--- config.mk ---
export PLATFORM = sky130hd
export DESIGN_NAME = async_rx_sticky
export DESIGN_NICKNAME = d
export VERILOG_FILES = /design/src/rtl/async_rx_pkg.sv /design/src/rtl/async_rx_sync.sv /design/src/rtl/async_rx_frame.sv /design/src/rtl/async_rx_hold.sv /design/src/rtl/async_rx_sticky.sv
export SDC_FILE = /design/constraint.sdc
export NUM_CORES = 1
export LEC_CHECK = 0
export BUFFER_PORTS_ARGS = -buffer_cell sky130_fd_sc_hd__buf_4
export CAP_MARGIN = 20
export CORE_ASPECT_RATIO = 0.5
export CORE_MARGIN = 5
export CORE_UTILIZATION = 60
export CTS_BUF_LIST = sky130_fd_sc_hd__clkbuf_8
export CTS_CLUSTER_DIAMETER = 50
export CTS_CLUSTER_SIZE = 12
export DETAILED_ROUTE_END_ITERATION = 6
export PLACE_DENSITY = 0.83
export SETUP_SLACK_MARGIN = 0.1
export SYNTH_ARGS = -nofsm -noshare
export SYNTH_HDL_FRONTEND = slang
export SYNTH_SLANG_ARGS = --single-unit
--- constraint.sdc ---
create_clock -name clk_i -period 5.2 [get_ports clk_i]
set_input_delay 1.04 -clock clk_i [delete_from_list [all_inputs] [get_ports clk_i]]
set_output_delay 1.04 -clock clk_i [all_outputs]
set_load 0.01 [all_outputs]
--- src/rtl/async_rx_pkg.sv ---
package async_rx_pkg;
  typedef enum logic [2:0] {
    S_IDLE,
    S_START,
    S_DATA,
    S_PAR,
    S_STOP,
    S_WAIT
  } rx_state_e;
endpackage

--- src/rtl/async_rx_sync.sv ---
module async_rx_sync #(
  parameter int STAGES = 2
) (
  input  logic clk_i,
  input  logic rst_ni,
  input  logic d_i,
  output logic q_o
);
  logic [STAGES-1:0] ff_q;

  always_ff @(posedge clk_i or negedge rst_ni) begin
    if (!rst_ni) ff_q <= '1;
    else         ff_q <= {ff_q[STAGES-2:0], d_i};
  end

  assign q_o = ff_q[STAGES-1];
endmodule

--- src/rtl/async_rx_frame.sv ---
module async_rx_frame
  import async_rx_pkg::*;
#(
  parameter int OVS = 16
) (
  input  logic       clk_i,
  input  logic       rst_ni,
  input  logic       en_i,
  input  logic       tick_i,
  input  logic       line_i,
  input  logic [1:0] len_i,
  input  logic       par_en_i,
  input  logic       par_even_i,
  output logic       done_o,
  output logic [7:0] data_o,
  output logic       fe_o,
  output logic       pe_o
);
  localparam int SUBW = $clog2(OVS);
  localparam logic [SUBW-1:0] SUB_HALF = SUBW'(OVS / 2 - 1);
  localparam logic [SUBW-1:0] SUB_LAST = SUBW'(OVS - 1);

  rx_state_e      state_q;
  logic [SUBW-1:0] sub_q;
  logic [2:0]     cnt_q;
  logic [7:0]     sh_q;
  logic           par_q;
  logic [2:0]     last_idx;
  logic [7:0]     aligned;
  logic           exp_par;

  assign last_idx = 3'd4 + {1'b0, len_i};
  assign aligned  = sh_q >> (2'd3 - len_i);
  assign exp_par  = par_even_i ? ^aligned : ~^aligned;

  always_ff @(posedge clk_i or negedge rst_ni) begin
    if (!rst_ni) begin
      state_q <= S_IDLE;
      sub_q   <= '0;
      cnt_q   <= '0;
      sh_q    <= '0;
      par_q   <= 1'b0;
      done_o  <= 1'b0;
      data_o  <= '0;
      fe_o    <= 1'b0;
      pe_o    <= 1'b0;
    end else if (!en_i) begin
      state_q <= S_IDLE;
      done_o  <= 1'b0;
    end else begin
      done_o <= 1'b0;
      unique case (state_q)
        S_IDLE: if (tick_i && !line_i) begin
          state_q <= S_START;
          sub_q   <= '0;
        end
        S_START: if (tick_i) begin
          if (sub_q == SUB_HALF) begin
            sub_q   <= '0;
            cnt_q   <= '0;
            state_q <= line_i ? S_IDLE : S_DATA;
          end else sub_q <= sub_q + 1'b1;
        end
        S_DATA: if (tick_i) begin
          if (sub_q == SUB_LAST) begin
            sub_q <= '0;
            sh_q  <= {line_i, sh_q[7:1]};
            if (cnt_q == last_idx) state_q <= par_en_i ? S_PAR : S_STOP;
            else                   cnt_q   <= cnt_q + 1'b1;
          end else sub_q <= sub_q + 1'b1;
        end
        S_PAR: if (tick_i) begin
          if (sub_q == SUB_LAST) begin
            sub_q   <= '0;
            par_q   <= line_i;
            state_q <= S_STOP;
          end else sub_q <= sub_q + 1'b1;
        end
        S_STOP: if (tick_i) begin
          if (sub_q == SUB_LAST) begin
            sub_q   <= '0;
            done_o  <= 1'b1;
            data_o  <= aligned;
            fe_o    <= !line_i;
            pe_o    <= par_en_i && (par_q != exp_par);
            state_q <= line_i ? S_IDLE : S_WAIT;
          end else sub_q <= sub_q + 1'b1;
        end
        S_WAIT: if (line_i) state_q <= S_IDLE;
        default: state_q <= S_IDLE;
      endcase
    end
  end

  p_start_abort_r2: assert property (@(posedge clk_i) disable iff (!rst_ni)
    (en_i && state_q == S_START && tick_i && sub_q == SUB_HALF && line_i) |=> state_q == S_IDLE);

  p_disabled_idle_r8: assert property (@(posedge clk_i) disable iff (!rst_ni)
    !en_i |=> (state_q == S_IDLE && !done_o));

  p_wait_mark_r10: assert property (@(posedge clk_i) disable iff (!rst_ni)
    (state_q == S_WAIT && !line_i) |=> state_q != S_START);
endmodule

--- src/rtl/async_rx_hold.sv ---
module async_rx_hold (
  input  logic       clk_i,
  input  logic       rst_ni,
  input  logic       done_i,
  input  logic [7:0] data_i,
  input  logic       fe_i,
  input  logic       pe_i,
  input  logic       rd_i,
  input  logic       clr_i,
  output logic [7:0] data_o,
  output logic       ready_o,
  output logic       fe_o,
  output logic       oe_o,
  output logic       pe_o
);
  logic new_fe, new_pe, new_oe;

  assign new_fe = done_i && fe_i;
  assign new_pe = done_i && pe_i;
  assign new_oe = done_i && ready_o && !rd_i;

  always_ff @(posedge clk_i or negedge rst_ni) begin
    if (!rst_ni) begin
      data_o  <= '0;
      ready_o <= 1'b0;
      fe_o    <= 1'b0;
      oe_o    <= 1'b0;
      pe_o    <= 1'b0;
    end else begin
      if (done_i)    data_o  <= data_i;
      if (done_i)    ready_o <= 1'b1;
      else if (rd_i) ready_o <= 1'b0;
      // set beats clear in the same cycle
      fe_o <= (fe_o && !clr_i) || new_fe;
      pe_o <= (pe_o && !clr_i) || new_pe;
      oe_o <= (oe_o && !clr_i) || new_oe;
    end
  end

  p_sticky_fe_r4: assert property (@(posedge clk_i) disable iff (!rst_ni)
    (fe_o && !clr_i) |=> fe_o);
  p_sticky_oe_r4: assert property (@(posedge clk_i) disable iff (!rst_ni)
    (oe_o && !clr_i) |=> oe_o);
  p_done_sets_ready_r5: assert property (@(posedge clk_i) disable iff (!rst_ni)
    done_i |=> (ready_o && data_o == $past(data_i)));
  p_read_clears_r6: assert property (@(posedge clk_i) disable iff (!rst_ni)
    (rd_i && !done_i) |=> !ready_o);
  p_overrun_r7: assert property (@(posedge clk_i) disable iff (!rst_ni)
    (done_i && ready_o && !rd_i) |=> oe_o);
endmodule

--- src/rtl/async_rx_sticky.sv ---
module async_rx_sticky #(
  parameter int OVS         = 16,
  parameter int SYNC_STAGES = 2
) (
  input  logic       clk_i,
  input  logic       rst_ni,
  input  logic       rx_en_i,
  input  logic       tick_i,
  input  logic       line_i,
  input  logic [1:0] char_len_i,
  input  logic       par_en_i,
  input  logic       par_even_i,
  input  logic       rd_i,
  input  logic       err_clr_i,
  output logic [7:0] data_o,
  output logic [7:0] status_o
);
  logic       line_s;
  logic       done;
  logic [7:0] frame_data;
  logic       frame_fe, frame_pe;
  logic       ready, fe, oe, pe;

  async_rx_sync #(.STAGES(SYNC_STAGES)) u_sync (
    .clk_i (clk_i),
    .rst_ni(rst_ni),
    .d_i   (line_i),
    .q_o   (line_s)
  );

  async_rx_frame #(.OVS(OVS)) u_frame (
    .clk_i     (clk_i),
    .rst_ni    (rst_ni),
    .en_i      (rx_en_i),
    .tick_i    (tick_i),
    .line_i    (line_s),
    .len_i     (char_len_i),
    .par_en_i  (par_en_i),
    .par_even_i(par_even_i),
    .done_o    (done),
    .data_o    (frame_data),
    .fe_o      (frame_fe),
    .pe_o      (frame_pe)
  );

  async_rx_hold u_hold (
    .clk_i  (clk_i),
    .rst_ni (rst_ni),
    .done_i (done),
    .data_i (frame_data),
    .fe_i   (frame_fe),
    .pe_i   (frame_pe),
    .rd_i   (rd_i),
    .clr_i  (err_clr_i),
    .data_o (data_o),
    .ready_o(ready),
    .fe_o   (fe),
    .oe_o   (oe),
    .pe_o   (pe)
  );

  assign status_o = {2'b00, fe, oe, pe, 1'b0, ready, 1'b0};

  p_status_rsvd_r11: assert property (@(posedge clk_i) disable iff (!rst_ni)
    (status_o[7:6] == 2'b00 && status_o[2] == 1'b0 && status_o[0] == 1'b0));
endmodule

==> results.toml <==
[status]
status = "finished clean"

[worst_setup_path]
r2r-start = "u_frame.sub_q[0]$_DFFE_PN0P_"
arrival_ps = 2720
path_max_fanout = 13
critPathLaunchType = "input pin"
crit_path_end_kind = "flop"
cp_data_required_time_ps = 5430
critPathKind = "input pin to flop"
cp-startpoint = "char_len_i[0]"

[detailed_routing]
num_vias = 1555
drtIter0Drc = 51
drtPass1Iterations = 4
viasPerCell = 5.614
ant_nets = 0
drc = 0
drt-wirelength-per-cell_um = 14.95
drt_wl_total_um = 4141

[finish]
antennaDiodeCount = 0
multiInputGateArea_um2 = 1061
regArea_um2 = 1104
syn2layout_area_growth_pct = 9.874
drive_above_1_share_pct = 23.45
fill_cells = 237
finalNetCount = 238

[place]
globalplace.congestion = 0.8271
io_buffer_count = 22
dpl.hpwl_um = 2798

[power_and_ir_drop]
finalPower_uw = 617.0
cellLeakagePower_nw = 1.211
ir_drop_v = 0.0001517
p_per_area_nw_per_um2 = 246.2

[die]
fp.coreArea_um2 = 3547
fp-row-count = 15
io_pins = 27
die_x_um = 97.20
design.die.area_um2 = 5210
initial_core_util_pct = 64.30
die_h_um = 53.60

[yosys]
synth_area_leaders = "dfrtp_1 (46%), mux2_2 (8.9%), nand2_1 (6.4%)"
async_reset_ff_share_pct = 100.0
seq_area_frac_synth_pct = 48.38
syn_area_um2 = 2281
ys_types = 47
yosysWarnings = 0
synthFlopType = "dfrtp_1"
synth.most_common_cell = "dfrtp_1"
synth-edff-count = 0
synth_common_cells = "dfrtp_1 (42), nand2_1 (39), mux2_2 (18)"
postSynthAreaPerCell_um2 = 10.76
synth_top_area_share_pct = 46.08
synth-seq-cells = 44
syn_inst = 212
yosysTopAreaCell = "dfrtp_1"

[cts]
post_cts_buffers = 0
htree_levels = 2
numCtsBuffers = 5
cts-root-buf = "clkbuf_8"
cts.repair.resized = 0
clk_pin_slew_worst_paths_ps = 80
insertion_delay_ps = 300
clock_path_buffers = 2
holdBufCountCts = 0
cts.sinks = 44
cts_tree = "done"

[global_routing]
grt_pass1_wl_um = 7327
first_global_vias = 1554
antenna_found_initial = 0
grt_util_all_layers_pct = 18.11
grt_max_degree = 45
gr-total-overflow = 0

[sta]
grt_setup_unrepaired = "false"
period_minus_slack_ps = 2490
drv_slew = 0
setup_viol = 0
fmax_ghz = 0.4016
tns_ps = 0
hold_viol = 0
finalClockSkew_ps = 5.224
relSlewSlack_pct = 55.23
worst_pin_slew_ps = 666.5
post-route-period-util_pct = 47.89

[worst_hold_path]
hp-class = "flop to flop"
min_from = "u_sync.ff_q[0]$_DFF_PN1_"

[job]
drv_cap = 0
## stage by stage
step                      setup WS (ps)  cells  instance area (µm²)  hold slack [ps]  util [%]
after detailed placement           2488    269                 2409            350.9     67.90
after CTS                          2736    277                 2506            364.4     70.65
final                              2710    277                 2506            360.0     70.65
after floorplan                    2742    215                 2292            345.2         -
after global routing               2654    277                 2506            364.3     70.65
after global placement             2621    269                 2409            345.5     67.90
## kinds of logic (layout without fill, tap and decap cells)
logic type | after synthesis | count (layout) | synth area share (%)
buffers and inverters | 23 | 34 | 5.595
multiplexers | 23 | 23 | 14.48
other | 1 | 4 | 0.1644
adder cells (fa/ha/maj) | 2 | 2 | 1.097
flip-flops | 44 | 44 | 48.38
AO/OA/AOI/OAI | 28 | 28 | 8.283
XOR/XNOR | 11 | 11 | 5.157
AND/OR/NAND/NOR | 80 | 80 | 16.84
## placed cells by master, fill, tap and decap left out, drive strengths merged, types with 2 or more instances in the layout
cell type	instances
xor2	3
nand2b	2
buf	22
a21o	2
or3	5
inv	3
dfstp	2
a21oi	4
mux2	18
conb	4
nand2	39
dfrtp	42
clkbuf	6
nand3b	2
nand3	7
a21boi	4
clkinvlp	2
a31oi	2
ha	2
nor4	2
nor3	6
a22o	2
o21ai	7
mux4	5
nor2	12
xnor2	7
## metal layers
metal / up-vias / part of all wire [%] / track usage, %
li1: 755 / - / -
met1: 758 / 45 / 22.28
met3: 9 / 5.2 / 5.304
met5: - / 0 / 0
met2: 33 / 49 / 31.62
met4: 0 / 1.3 / 6.294
## flip-flops by register name (all words and copies together), names as in the netlist
name,cells
u_sync.ff_q,2
u_frame.cnt_q,3
u_hold.ready_o,1
u_hold.fe_o,1
u_hold.oe_o,1
u_frame.sh_q,8
u_hold.pe_o,1
u_frame.fe_o,1
u_frame.pe_o,1
u_frame.data_o,8
u_hold.data_o,8
u_frame.done_o,1
u_frame.par_q,1
u_frame.sub_q,4
u_frame.state_q,3
## cell type report
cell class | count | share of cell area, %
tap | 51 | 2.546
multi-input combinational | 148 | 42.34
clock inverter | 2 | 0.5991
sequential | 44 | 44.03
inverter | 4 | 0.5991
clock buffer | 6 | 3.295
timing repair buffer | 22 | 6.590
## report_power, final
group | total [mW] | internal [mW] | switching (mW)
Clock | 0.223 | 0.107 | 0.116
Sequential | 0.355 | 0.347 | 0.00764
Combinational | 0.0390 | 0.0163 | 0.0227
Total | 0.617 | 0.471 | 0.146
## path summary, 6_finish.rpt
check / endpoint / slack, ps / cells past startpoint
worst max-delay path: u_frame.pe_o$_DFFE_PN0P_ / 2710 / 6
worst min-delay path: u_sync.ff_q[1]$_DFF_PN1_ / 360 / 0
worst max register to register: u_frame.pe_o$_DFFE_PN0P_ / 3120 / 7
worst min register to register: u_sync.ff_q[1]$_DFF_PN1_ / 360 / 0
max in group asynchronous: u_sync.ff_q[1]$_DFF_PN1_ / 4110 / 1
min in group asynchronous: u_frame.sub_q[2]$_DFFE_PN0P_ / 710 / 1
## worst max-delay path: stages
cell	delay (ps)
buf_4	170
mux4_1	640
xnor2_1	300
xnor2_1	180
xnor3_1	240
o21ai_1	150
Power figures use the tool's default switching activity.
